### config.mk
export PLATFORM = sky130hd
export DESIGN_NAME = dac2_serial_front
export DESIGN_NICKNAME = d
export VERILOG_FILES = /design/src/rtl/dac2_pkg.sv /design/src/rtl/dac2_sync.sv /design/src/rtl/dac2_frame_rx.sv /design/src/rtl/dac2_chan_regs.sv /design/src/rtl/dac2_serial_front.sv
export SDC_FILE = /design/constraint.sdc
export NUM_CORES = 1
export LEC_CHECK = 0
export ABC_AREA = 1
export CAP_MARGIN = 40
export CORE_UTILIZATION = 40
export CTS_BUF_LIST = sky130_fd_sc_hd__clkbuf_4
export DETAILED_ROUTE_END_ITERATION = 16
export DONT_BUFFER_PORTS = 1
export PLACE_DENSITY = 0.6
export SYNTH_ARGS = -nofsm -noshare
export SYNTH_HDL_FRONTEND = slang
export SYNTH_HIERARCHICAL = 1
export SYNTH_SLANG_ARGS = --single-unit
### constraint.sdc
create_clock -name clk -period 2.4 [get_ports clk]
set_input_delay 0.36 -clock clk [delete_from_list [all_inputs] [get_ports clk]]
set_output_delay 0.36 -clock clk [all_outputs]
set_load 0.02 [all_outputs]
### src/rtl/dac2_pkg.sv
package dac2_pkg;
  localparam int FRAME_LEN = 16;
  localparam int MAX_RES   = 12;
  localparam int NUM_CH    = 2;
  // frame field positions (decoded by the receiver)
  localparam int CH_BIT    = 15;
  localparam int GAIN_BIT  = 13;
  localparam int ACT_BIT   = 12;
  localparam int DATA_MSB  = 11;

  typedef struct packed {
    logic [MAX_RES-1:0] code;
    logic               gain_x2;
    logic               active;
  } chan_word_t;

  localparam chan_word_t CHAN_RESET = '{code: '0, gain_x2: 1'b1, active: 1'b0};
endpackage

### src/rtl/dac2_sync.sv
module dac2_sync #(
  parameter int   STAGES  = 2,
  parameter logic RST_VAL = 1'b0
) (
  input  logic clk,
  input  logic rst_n,
  input  logic d,
  output logic lvl,
  output logic rise,
  output logic fall
);
  logic [STAGES-1:0] pipe_q;
  logic [STAGES-1:0] pipe_d;
  logic              prev_q;

  always_comb pipe_d = {pipe_q[STAGES-2:0], d};

  always_ff @(posedge clk or negedge rst_n) begin
    if (!rst_n) begin
      pipe_q <= {STAGES{RST_VAL}};
      prev_q <= RST_VAL;
    end else begin
      pipe_q <= pipe_d;
      prev_q <= pipe_q[STAGES-1];
    end
  end

  assign lvl  = pipe_q[STAGES-1];
  assign rise = pipe_q[STAGES-1] & ~prev_q;
  assign fall = ~pipe_q[STAGES-1] & prev_q;
endmodule

### src/rtl/dac2_frame_rx.sv
module dac2_frame_rx import dac2_pkg::*; #(
  parameter int FRAME_BITS = FRAME_LEN,
  parameter int CNT_W      = $clog2(FRAME_BITS + 2)
) (
  input  logic             clk,
  input  logic             rst_n,
  input  logic             sel_n,
  input  logic             sel_rise,
  input  logic             sclk_rise,
  input  logic             sdi_bit,
  output logic             wr_valid,
  output logic             wr_chan,
  output chan_word_t       wr_word,
  output logic [CNT_W-1:0] bit_cnt
);
  localparam logic [CNT_W-1:0] CNT_FULL = CNT_W'(FRAME_BITS);
  localparam logic [CNT_W-1:0] CNT_MAX  = CNT_W'(FRAME_BITS + 1);

  logic [FRAME_BITS-1:0] shreg_q, shreg_d;
  logic [CNT_W-1:0]      cnt_q, cnt_d;

  always_comb begin
    shreg_d = shreg_q;
    cnt_d   = cnt_q;
    if (sel_n) begin
      cnt_d = '0;
    end else if (sclk_rise) begin
      shreg_d = {shreg_q[FRAME_BITS-2:0], sdi_bit};
      if (cnt_q != CNT_MAX) cnt_d = cnt_q + 1'b1;
    end
  end

  always_ff @(posedge clk or negedge rst_n) begin
    if (!rst_n) begin
      shreg_q <= '0;
      cnt_q   <= '0;
    end else begin
      shreg_q <= shreg_d;
      cnt_q   <= cnt_d;
    end
  end

  assign wr_valid        = sel_rise && (cnt_q == CNT_FULL);
  assign wr_chan         = shreg_q[CH_BIT];
  assign wr_word.code    = shreg_q[DATA_MSB:0];
  assign wr_word.gain_x2 = ~shreg_q[GAIN_BIT];
  assign wr_word.active  = shreg_q[ACT_BIT];
  assign bit_cnt         = cnt_q;
endmodule

### src/rtl/dac2_chan_regs.sv
module dac2_chan_regs import dac2_pkg::*; (
  input  logic              clk,
  input  logic              rst_n,
  input  logic [NUM_CH-1:0] wr_en,
  input  chan_word_t        wr_word,
  input  logic              xfer,
  output chan_word_t        in_q  [NUM_CH],
  output chan_word_t        out_q [NUM_CH]
);
  for (genvar ch = 0; ch < NUM_CH; ch++) begin : g_ch
    chan_word_t in_d, out_d;

    always_comb begin
      in_d  = wr_en[ch] ? wr_word : in_q[ch];
      out_d = xfer ? in_q[ch] : out_q[ch];
    end

    always_ff @(posedge clk or negedge rst_n) begin
      if (!rst_n) begin
        in_q[ch]  <= CHAN_RESET;
        out_q[ch] <= CHAN_RESET;
      end else begin
        in_q[ch]  <= in_d;
        out_q[ch] <= out_d;
      end
    end
  end
endmodule

### src/rtl/dac2_serial_front.sv
module dac2_serial_front import dac2_pkg::*; #(
  parameter int RES_BITS    = 12,
  parameter int SYNC_STAGES = 2
) (
  input  logic                clk,
  input  logic                rst_n,
  input  logic                cs_n,
  input  logic                sclk,
  input  logic                sdi,
  input  logic                latch_n,
  output logic [RES_BITS-1:0] code_a,
  output logic [RES_BITS-1:0] code_b,
  output logic                gain_x2_a,
  output logic                gain_x2_b,
  output logic                shdn_a,
  output logic                shdn_b
);
  localparam int         CNT_W     = $clog2(FRAME_LEN + 2);
  localparam int         NSYNC     = 4;
  // index: 0 sclk, 1 sdi, 2 cs_n, 3 latch_n
  localparam logic [3:0] SYNC_IDLE = 4'b1100;

  if (!(RES_BITS == 8 || RES_BITS == 10 || RES_BITS == 12)) begin : g_bad_res
    $error("RES_BITS must be 8, 10 or 12");
  end

  logic [NSYNC-1:0] raw_in, s_lvl, s_rise, s_fall;
  assign raw_in = {latch_n, cs_n, sdi, sclk};

  for (genvar i = 0; i < NSYNC; i++) begin : g_sync
    dac2_sync #(.STAGES(SYNC_STAGES), .RST_VAL(SYNC_IDLE[i])) u_sync (
      .clk (clk), .rst_n(rst_n), .d(raw_in[i]),
      .lvl (s_lvl[i]), .rise(s_rise[i]), .fall(s_fall[i])
    );
  end

  logic             wr_valid, wr_chan;
  chan_word_t       wr_word;
  logic [CNT_W-1:0] bit_cnt;

  dac2_frame_rx #(.FRAME_BITS(FRAME_LEN), .CNT_W(CNT_W)) u_rx (
    .clk      (clk),
    .rst_n    (rst_n),
    .sel_n    (s_lvl[2]),
    .sel_rise (s_rise[2]),
    .sclk_rise(s_rise[0]),
    .sdi_bit  (s_lvl[1]),
    .wr_valid (wr_valid),
    .wr_chan  (wr_chan),
    .wr_word  (wr_word),
    .bit_cnt  (bit_cnt)
  );

  logic [NUM_CH-1:0] wr_en;
  logic              commit_q, xfer;

  always_comb begin
    wr_en = '0;
    if (wr_valid) wr_en[wr_chan] = 1'b1;
  end

  always_ff @(posedge clk or negedge rst_n) begin
    if (!rst_n) commit_q <= 1'b0;
    else        commit_q <= wr_valid;
  end

  // strobe edge, or held-low strobe after a freshly committed frame
  assign xfer = s_fall[3] | (~s_lvl[3] & commit_q);

  chan_word_t in_q  [NUM_CH];
  chan_word_t out_q [NUM_CH];

  dac2_chan_regs u_regs (
    .clk    (clk),
    .rst_n  (rst_n),
    .wr_en  (wr_en),
    .wr_word(wr_word),
    .xfer   (xfer),
    .in_q   (in_q),
    .out_q  (out_q)
  );

  chan_word_t in_a, in_b;
  assign in_a = in_q[0];
  assign in_b = in_q[1];

  assign code_a    = out_q[0].code[MAX_RES-1 -: RES_BITS];
  assign code_b    = out_q[1].code[MAX_RES-1 -: RES_BITS];
  assign gain_x2_a = out_q[0].gain_x2;
  assign gain_x2_b = out_q[1].gain_x2;
  assign shdn_a    = ~out_q[0].active;
  assign shdn_b    = ~out_q[1].active;
endmodule

# --- Word level (Yosys, flattened, before mapping) ---
# Cells that the tools add are included.
classes:
  n_addsub: 1
  order_cmp: 2
  n_eq_ne: 2
  muxes: 6
  bitwise: 12
  reduce_logical: 6
ops:
  columns: ["op", "n"]
  rows:
  - ["5-bit 2-to-1 mux", 3]
  - ["1-bit inverter", 7]
  - ["5-bit by 1-bit adder with 5-bit output, second input constant", 1]
  - ["5-bit == test, second input constant", 1]
  - ["5-bit != test, second input constant", 1]
  - ["1-bit bitwise AND", 4]
  - ["2-bit AND reduction", 2]
  - ["2-bit nonzero test", 2]
  - ["1-bit logical AND", 2]
  - ["1-bit by 2-bit < comparator with 1-bit output, second input constant", 1]
  - ["2-bit 2-to-1 mux", 1]
  - ["1-bit demux with 1-bit select", 1]
  - ["1-bit greater-or-equal comparator, second input constant", 1]
  - ["1-bit 2-to-1 mux", 1]
  - ["1-bit bitwise OR", 1]
word_totals:
  reg_bits: 89
  out_inout_bits: 28

# --- Depth between registers and ports, before layout ---
# Gate-level depths: netlist (run 1).
depth:
  ltp_word: 5
  ltp_mapped: 10

# --- By module ---
# Netlist (run 1), hierarchy kept.
by_module_without_submodules:
  columns: ["mod", "n_inst", "cells_each", "area_per_inst_um2", "seq_area_each_um2"]
  rows:
  - ["dac2_chan_regs", 1, 236, 2130.8, 1406.3]
  - ["dac2_frame_rx", 1, 126, 1058.5, 525.5]
  - ["dac2_sync (g_sync[2].u_sync ...)", 2, 7, 93.8, 78.8]
  - ["dac2_sync (g_sync[0].u_sync ...)", 2, 7, 90.1, 75.1]
  - ["dac2_serial_front", 1, 11, 65.1, 25.0]

# --- Worst setup path before layout (run 1) ---
# Ideal clock, no wire load.
synth_timing:
  path_type: "reg2reg"
  startpoint: "reg g_sync[2].u_sync.pipe_q[1]"
  endpoint: "reg u_regs/in_q[17] (netlist name)"
  setup_time_ns: 0.116
  t_arrival_ns: 1.543
  required_time_ns: 2.284
  path_slack_ns: 0.740
  path_stages_with_launch: 11
  n_path_buf: 1
  period_less_slack_ns: 1.660
  cell_sequence: "dfstp_2 inv_1 nor2_1 nand2_1 nor4_1 inv_1 nor2_2 inv_2 buf_6 nand2_1 nand2_1"
synth_via:
  elab_chain_cells: 3
synth_lines:
  columns: ["item", "line", "text"]
  rows:
  - ["start, declared", "dac2_sync.sv:12", "logic [STAGES-1:0] pipe_q;"]
  - ["start signal, assigned", "dac2_sync.sv:20", "pipe_q <= {STAGES{RST_VAL}};"]
  - ["start signal, assigned", "dac2_sync.sv:23", "pipe_q <= pipe_d;"]
  - ["1-bit bitwise AND", "dac2_sync.sv:29", "assign rise = pipe_q[STAGES-1] & ~prev_q;"]
  - ["named net s_rise[2]", "dac2_serial_front.sv:27", "logic [NSYNC-1:0] raw_in, s_lvl, s_rise, s_fall;"]
  - ["1-bit logical AND", "dac2_frame_rx.sv:43", "assign wr_valid = sel_rise && (cnt_q == CNT_FULL);"]
  - ["named net wr_valid", "dac2_serial_front.sv:37", "logic wr_valid, wr_chan;"]
  - ["2-bit 2-to-1 mux", "dac2_serial_front.sv:59", "if (wr_valid) wr_en[wr_chan] = 1'b1;"]
  - ["named net wr_en[0]", "dac2_serial_front.sv:54", "logic [NUM_CH-1:0] wr_en;"]
# The timed path passes the listed nets, and every way through them passes these cells.
# A chain may end at the register's enable or synchronous reset.

# --- Worst setup path in the final report (run 1) ---
layout_timing:
  startpoint: "reg u_rx.cnt_q[0] (netlist: u_rx/bit_cnt[0])"
  endpoint: "reg u_regs/in_q[3] (netlist name)"
layout_via:
  elab_chain_cells: 3
layout_lines:
  columns: ["item", "line", "text"]
  rows:
  - ["start, declared", "dac2_frame_rx.sv:20", "logic [CNT_W-1:0] cnt_q, cnt_d;"]
  - ["start signal, assigned", "dac2_frame_rx.sv:39", "cnt_q <= cnt_d;"]
  - ["5-bit == test", "dac2_frame_rx.sv:43", null]
  - ["1-bit logical AND", "dac2_frame_rx.sv:43", null]
  - ["named net wr_valid", "dac2_serial_front.sv:37", null]
  - ["2-bit 2-to-1 mux", "dac2_serial_front.sv:59", null]
  - ["named net wr_en[1]", "dac2_serial_front.sv:54", null]
# The timed path passes the listed nets, and every way through them passes these cells.

==> results of run 1 <==
## routing by layer
metal | vias up | GRT usage [%] | wire length [um]
met3 | 4 | 3.40 | 202
met4 | 0 | 6.25 | 43
met1 | 1074 | 19.2 | 2950
met5 | - | 0 | 0
met2 | 42 | 21.5 | 2690
li1 | 1147 | - | -
## worst max-delay path, stage by stage (launching register included)
cell     delay, ns
dfrtp_1       0.46
inv_1         0.11
ha_1          0.15
nand2_1       0.04
nor4_1        0.35
nand2_1       0.10
inv_1         0.35
inv_2         0.21
nand2_1       0.10
nand2_1       0.05
## worst paths after layout
kind                            cells past startpoint                  startpoint  slack, ns                    endpoint
worst max-delay path                                9             u_rx/bit_cnt[0]       0.39              u_regs/in_q[3]
worst min-delay path                                0  g_sync[3].u_sync/pipe_q[0]       0.36  g_sync[3].u_sync/pipe_q[1]
worst max register to register                      9             u_rx/bit_cnt[0]       0.39              u_regs/in_q[3]
worst min register to register                      0  g_sync[3].u_sync/pipe_q[0]       0.36  g_sync[3].u_sync/pipe_q[1]
max in group asynchronous                           2                       rst_n       1.54  g_sync[3].u_sync/pipe_q[0]
min in group asynchronous                           2                       rst_n       0.49             u_regs/out_q[9]
## area by class of cell
type | instances | area [sq um] | share of cell area (%)
inverter | 21 | 81.3 | 2.19
multi-input combinational | 255 | 1030 | 27.7
timing repair buffer | 8 | 92.6 | 2.49
clock inverter | 6 | 66.3 | 1.78
tap | 108 | 135 | 3.63
sequential | 89 | 2240 | 60.2
clock buffer | 10 | 75.1 | 2.02
## what timing repair did
item	CTS	global route
hold buffers	6	0
hold endpoints to repair	93	0
endpoints found under the setup margin	0	0
## power groups by stage
stage	Sequential [uW]	Clock (uW)	Combinational, uW
floorplan	1600	0	117
global placement	1620	0	69.9
detailed placement	1620	0	72.3
CTS	1590	871	114
global route	1600	925	132
finish	1600	823	109
## sequential cells by signal, summed over array words and instances (netlist names)
register and cells:
g_sync.u_sync/pipe_q 8, u_regs/out_q 28, commit_q 1, u_rx/bit_cnt 5
u_regs/in_q 28, u_rx/shreg_q 16, g_sync.u_sync/prev_q 3
## per-stage QoR
step	power (uW)	utilization (%)	cells	hold WS (ns)	worst slack, ns
after floorplan	1720	-	390	0.0644	0.752
after global placement	1690	40.4	475	0.0665	0.463
after detailed placement	1700	40.4	475	0.0656	0.417
after CTS	2580	42.9	497	0.358	0.398
after global routing	2660	42.9	497	0.360	0.185
final	2530	42.9	497	0.357	0.391
==> results by group, run 1 <==
Status
  – Status: finished, final reports clean

Pwr
  – P per Cell Area: between 600 and 700 nW/um^2
  – Maximum VDD drop: about 0.33 mV
  – P_sw: slightly above 600 uW
  – Net switching fraction of the power: 24.2%
  – Pint: 1910 uW
  – Pleak: around 0.0021 uW
  – Clock power share: 32.6%
  – Flop pwr share: between 60% and 70%
  – Combinational cell fraction of total power: under 10%

Worst setup path
  – Worst Setup End Kind: flip-flop
  – Critical path class: reg2reg
  – WP data arrival: 2.31 ns
  – Required @ worst endpoint: approximately 2.7 ns
  – Worst setup SP type: flip-flop
  – Crit-path max FO: 15

Clock tree
  – Cts repair resizes: 0
  – Clk pin slew, worst setup/hold paths: between 0.1 and 0.15 ns
  – Worst-Skew Late Latency: around 0.4 ns
  – CTS Buf Count: 9
  – CTS Root Cell: clkbuf_4
  – CTS tree: done
  – Clock Sinks: just under 90
  – H-Tree Depth: 3
  – CTS max path bufs: 2
  – Post-CTS setup buffers: 0

Drt
  – First drt pass iteration count: 4
  – Residual DRC: 0
  – Final wirelength: 5880 um
  – Wire per inst: around 12 um
  – Vias post-DR: approximately 2300
  – ANT nets after route: 0
  – Vias per cell: 4.56
  – DR iter-0 viols: around 140

STA
  – RSZ-0062 raised after global routing: false
  – Final min period: 2.01 ns
  – Slew Limit Fails: 0
  – Max-Slew Margin vs Limit: a little over two thirds
  – Final Hold Viols: 0
  – Tcrit/Tclk final: 83.7%
  – Endpoints failing setup: 0
  – Worst-Margin Slew: roughly 0.45 ns
  – F_max: ~500 MHz
  – Clock skew: between 0.01 and 0.015 ns
  – Setup_tns: 0 ns

Floorplanning
  – Die Span Y: between 90 and 100 um
  – Num ports: 34
  – Placement Rows: 34
  – Overall die area: between 9000 and 10000 sq um
  – Core area: a little under 9000 sq um
  – Chip Width: 96.3 um
  – Starting density of the core: 41.0%

Finish
  – N_diodes: 0
  – Most common cell after layout, fill and taps aside: nand2_1
  – Final cell area excluding filler cells: between 3000 and 4000 sq um
  – Most frequent cells in the layout: nand2_1 (230), dfrtp_1 (79), inv_1 (15)
  – Final #Nets: approximately 390
  – Area growth syn-to-layout: 4.53%
  – Share of cells above drive strength 1: about a tenth
  – Fill cell count: ~860

Global route
  – First-pass GRT wire length: between 9000 and 10000 um
  – Initial antenna violation count: 0
  – Grt ovf: 0
  – Pin count of the biggest net entering global routing: 90
  – Total Routing Usage GR: ~14%
  – Number of global-route vias before repair: 2144

Yosys
  – Syn Area/Cell: slightly above 9 sq um
  – Post-Syn Instances: between 300 and 400
  – Post-Syn Area: approximately 3600 sq um
  – Syn. warnings: 6
  – Syn_nets: roughly 400

Placed design
  – Routability cong.: 0.808
  – DP HPWL: 3780 um
  – Port bufs: 0
  – DP Area: about 3500 sq um

Run
  – Max cap viols: 0

Hold path
  – Hold WC Path Type: reg2reg
Note: power is estimated with default switching activity, not from simulation.
==> inputs of run 2 (changes only) <==
--- a/config.mk
+++ b/config.mk
@@ -11,7 +11,7 @@
 export CTS_BUF_LIST = sky130_fd_sc_hd__clkbuf_4
 export DETAILED_ROUTE_END_ITERATION = 16
 export DONT_BUFFER_PORTS = 1
-export PLACE_DENSITY = 0.6
+export PLACE_DENSITY = 0.62
 export SYNTH_ARGS = -nofsm -noshare
 export SYNTH_HDL_FRONTEND = slang
 export SYNTH_HIERARCHICAL = 1
==> constraint.sdc (replaced) <==
create_clock -name clk -period 1.8 [get_ports clk]
set_input_delay 0.27 -clock clk [delete_from_list [all_inputs] [get_ports clk]]
set_output_delay 0.27 -clock clk [all_outputs]
set_load 0.02 [all_outputs]
==> results by group, run 2 (synthesis results as in run 1) <==
Worst setup path
  – Worst setup SP type: flip-flop
  – Crit-path max FO: 14
  – Worst R2R Start: g_sync[2].u_sync/pipe_q[1]
  – Worst Setup End Kind: flip-flop
  – Crit Reg-Reg Endpoint: u_regs/in_q[25]
  – Required @ worst endpoint: roughly 2.2 ns
  – WP data arrival: between 1.5 and 2 ns
  – R2r setup slk: ~0.22 ns
  – Critical path class: reg2reg
  – Worst r2r path cells: 9

Floorplanning
  – Placement Rows: 34
  – Overall die area: 9280 sq um
  – Die Span Y: about 96 um
  – Num ports: 34
  – Chip Width: slightly below 100 um
  – Starting density of the core: between 40% and 50%
  – Core area: 8680 sq um

Clock tree
  – Worst-Skew Late Latency: roughly 0.41 ns
  – Clk pin slew, worst setup/hold paths: roughly 0.14 ns
  – CTS max path bufs: 2
  – CTS Buf Count: 9
  – CTS tree: done
  – H-Tree Depth: 3
  – Cts hold-fix bufs: 4
  – Clock Sinks: 89
  – CTS Root Cell: clkbuf_4

Pwr
  – Maximum VDD drop: between 0.3 and 0.4 mV
  – Pleak: between 0.002 and 0.0025 uW
  – P per Cell Area: slightly above 900 nW/um^2

Hold path
  – Hold WC Path Type: in2async

Drt
  – Final wirelength: 5710 um
  – DR iter-0 viols: 112
  – Residual DRC: 0
  – Wire per inst: approximately 11 um
  – Vias per cell: ~4.6
  – First drt pass iteration count: 4
  – ANT nets after route: 0
  – Vias post-DR: between 2000 and 2500

Finish
  – Biggest registers after layout: u_regs/in_q (28), u_regs/out_q (28), u_rx/shreg_q (16)
  – Fill cell count: 888
  – Fin cells: 499
  – Most frequent cells in the layout: nand2_1 (230), dfrtp_1 (79), inv_1 (15)
  – Area growth syn-to-layout: 5.31%
  – Final #Nets: 395
  – Share of cells above drive strength 1: a little under an eighth
  – N_diodes: 0
  – Most common cell after layout, fill and taps aside: nand2_1

STA
  – Endpoints failing setup: 0
  – Worst hold slack: -0.473 ns
  – Slew Limit Fails: 0
  – F_max: ~630 MHz
  – Final min period: between 1.5 and 2 ns
  – Final Hold Viols: a little under 90
  – Setup_tns: 0 ns
  – RSZ-0062 raised after global routing: true
  – Tcrit/Tclk final: around 90%
  – Worst-Margin Slew: roughly 0.43 ns
  – Max-Slew Margin vs Limit: 71.4%
  – Clock skew: between 0.009 and 0.01 ns

Global route
  – Number of global-route vias before repair: 2082
  – Total Routing Usage GR: 13.9%
  – Pin count of the biggest net entering global routing: 90
  – Grt ovf: 0
  – Initial antenna violation count: 0
  – First-pass GRT wire length: 9690 um

Run
  – Max cap viols: 0

Placed design
  – DP HPWL: roughly 3800 um
  – Port bufs: 0
  – Dpl cells: roughly 480
  – Routability cong.: ~0.8

Status
  – Status: complete, but fails checks
  – Failing checks: negative hold slack
==> run 2: layout make-up <==
class	instances	area, sq um	share of cell area, %
flip-flops and latches	89	2240	59.7
multi-input cells	255	1050	27.9
well taps	108	135	3.60
clock inverters	7	93.8	2.50
repair buffers	10	85.1	2.27
inverters	21	81.3	2.17
clock buffers	9	67.6	1.80
==> run 2: worst max-delay path by stage <==
stage / to / startpoint
after global placement: u_regs/in_q[25] / g_sync[2].u_sync/pipe_q[1]
after detailed placement: u_regs/in_q[27] / g_sync[2].u_sync/pipe_q[1]
after global routing: u_regs/in_q[25] / g_sync[2].u_sync/pipe_q[1]
after CTS: u_regs/in_q[26] / g_sync[2].u_sync/pipe_q[1]
final: u_regs/in_q[25] / g_sync[2].u_sync/pipe_q[1]
after floorplan: u_regs/in_q[17] / g_sync[2].u_sync/pipe_q[1]
==> run 2: what timing repair did <==
action / CTS / global route
endpoints found under the hold margin: 93 / 89
setup buffers: 0 / 0
resized for setup: 0 / 2
endpoints found under the setup margin: 0 / 28
==> run 2: per-stage QoR <==
step | util (%) | area [sq um] | setup slack [ns] | power [uW] | hold slack, ns
2_1_floorplan | - | 3560 | 0.152 | 2290 | -0.0256
3_3_place_gp | 40.7 | 3530 | 0.127 | 2260 | -0.0234
3_5_place_dp | 40.7 | 3530 | 0.0683 | 2260 | -0.0243
4_1_cts | 43.0 | 3730 | 0.0360 | 3510 | -0.518
5_1_grt | 43.2 | 3750 | 0.0257 | 3620 | -0.542
6_report | 43.2 | 3750 | 0.225 | 3450 | -0.473
==> run 2: metal layers <==
| metal | wire (um) | global-route usage, % | share of wire, % | vias up |
|---|---|---|---|---|
| li1 | - | - | - | 1158 |
| met5 | 0 | 0 | 0 | - |
| met3 | 176 | 4.58 | 3.1 | 5 |
| met4 | 57 | 5.15 | 1.0 | 0 |
| met1 | 2890 | 18.9 | 51 | 1093 |
| met2 | 2580 | 20.6 | 45 | 34 |
==> run 2: power breakdown <==
part / switching, uW / internal, uW / leakage [uW]
combinational: 66.6 / 40.9 / 0.000821
clock: 650 / 564 / 0.0000839
sequential: 60.7 / 2060 / 0.00119
total: 777 / 2670 / 0.00210
==> run 2: worst max-delay path: stages, from the launching register on <==
cell     delay [ns]
dfstp_2        0.57
inv_1          0.04
nor2_1         0.08
nand2_1        0.09
nor4_4         0.17
inv_1          0.08
nor2_2         0.11
buf_4          0.21
nand2_1        0.08
nand2_1        0.07
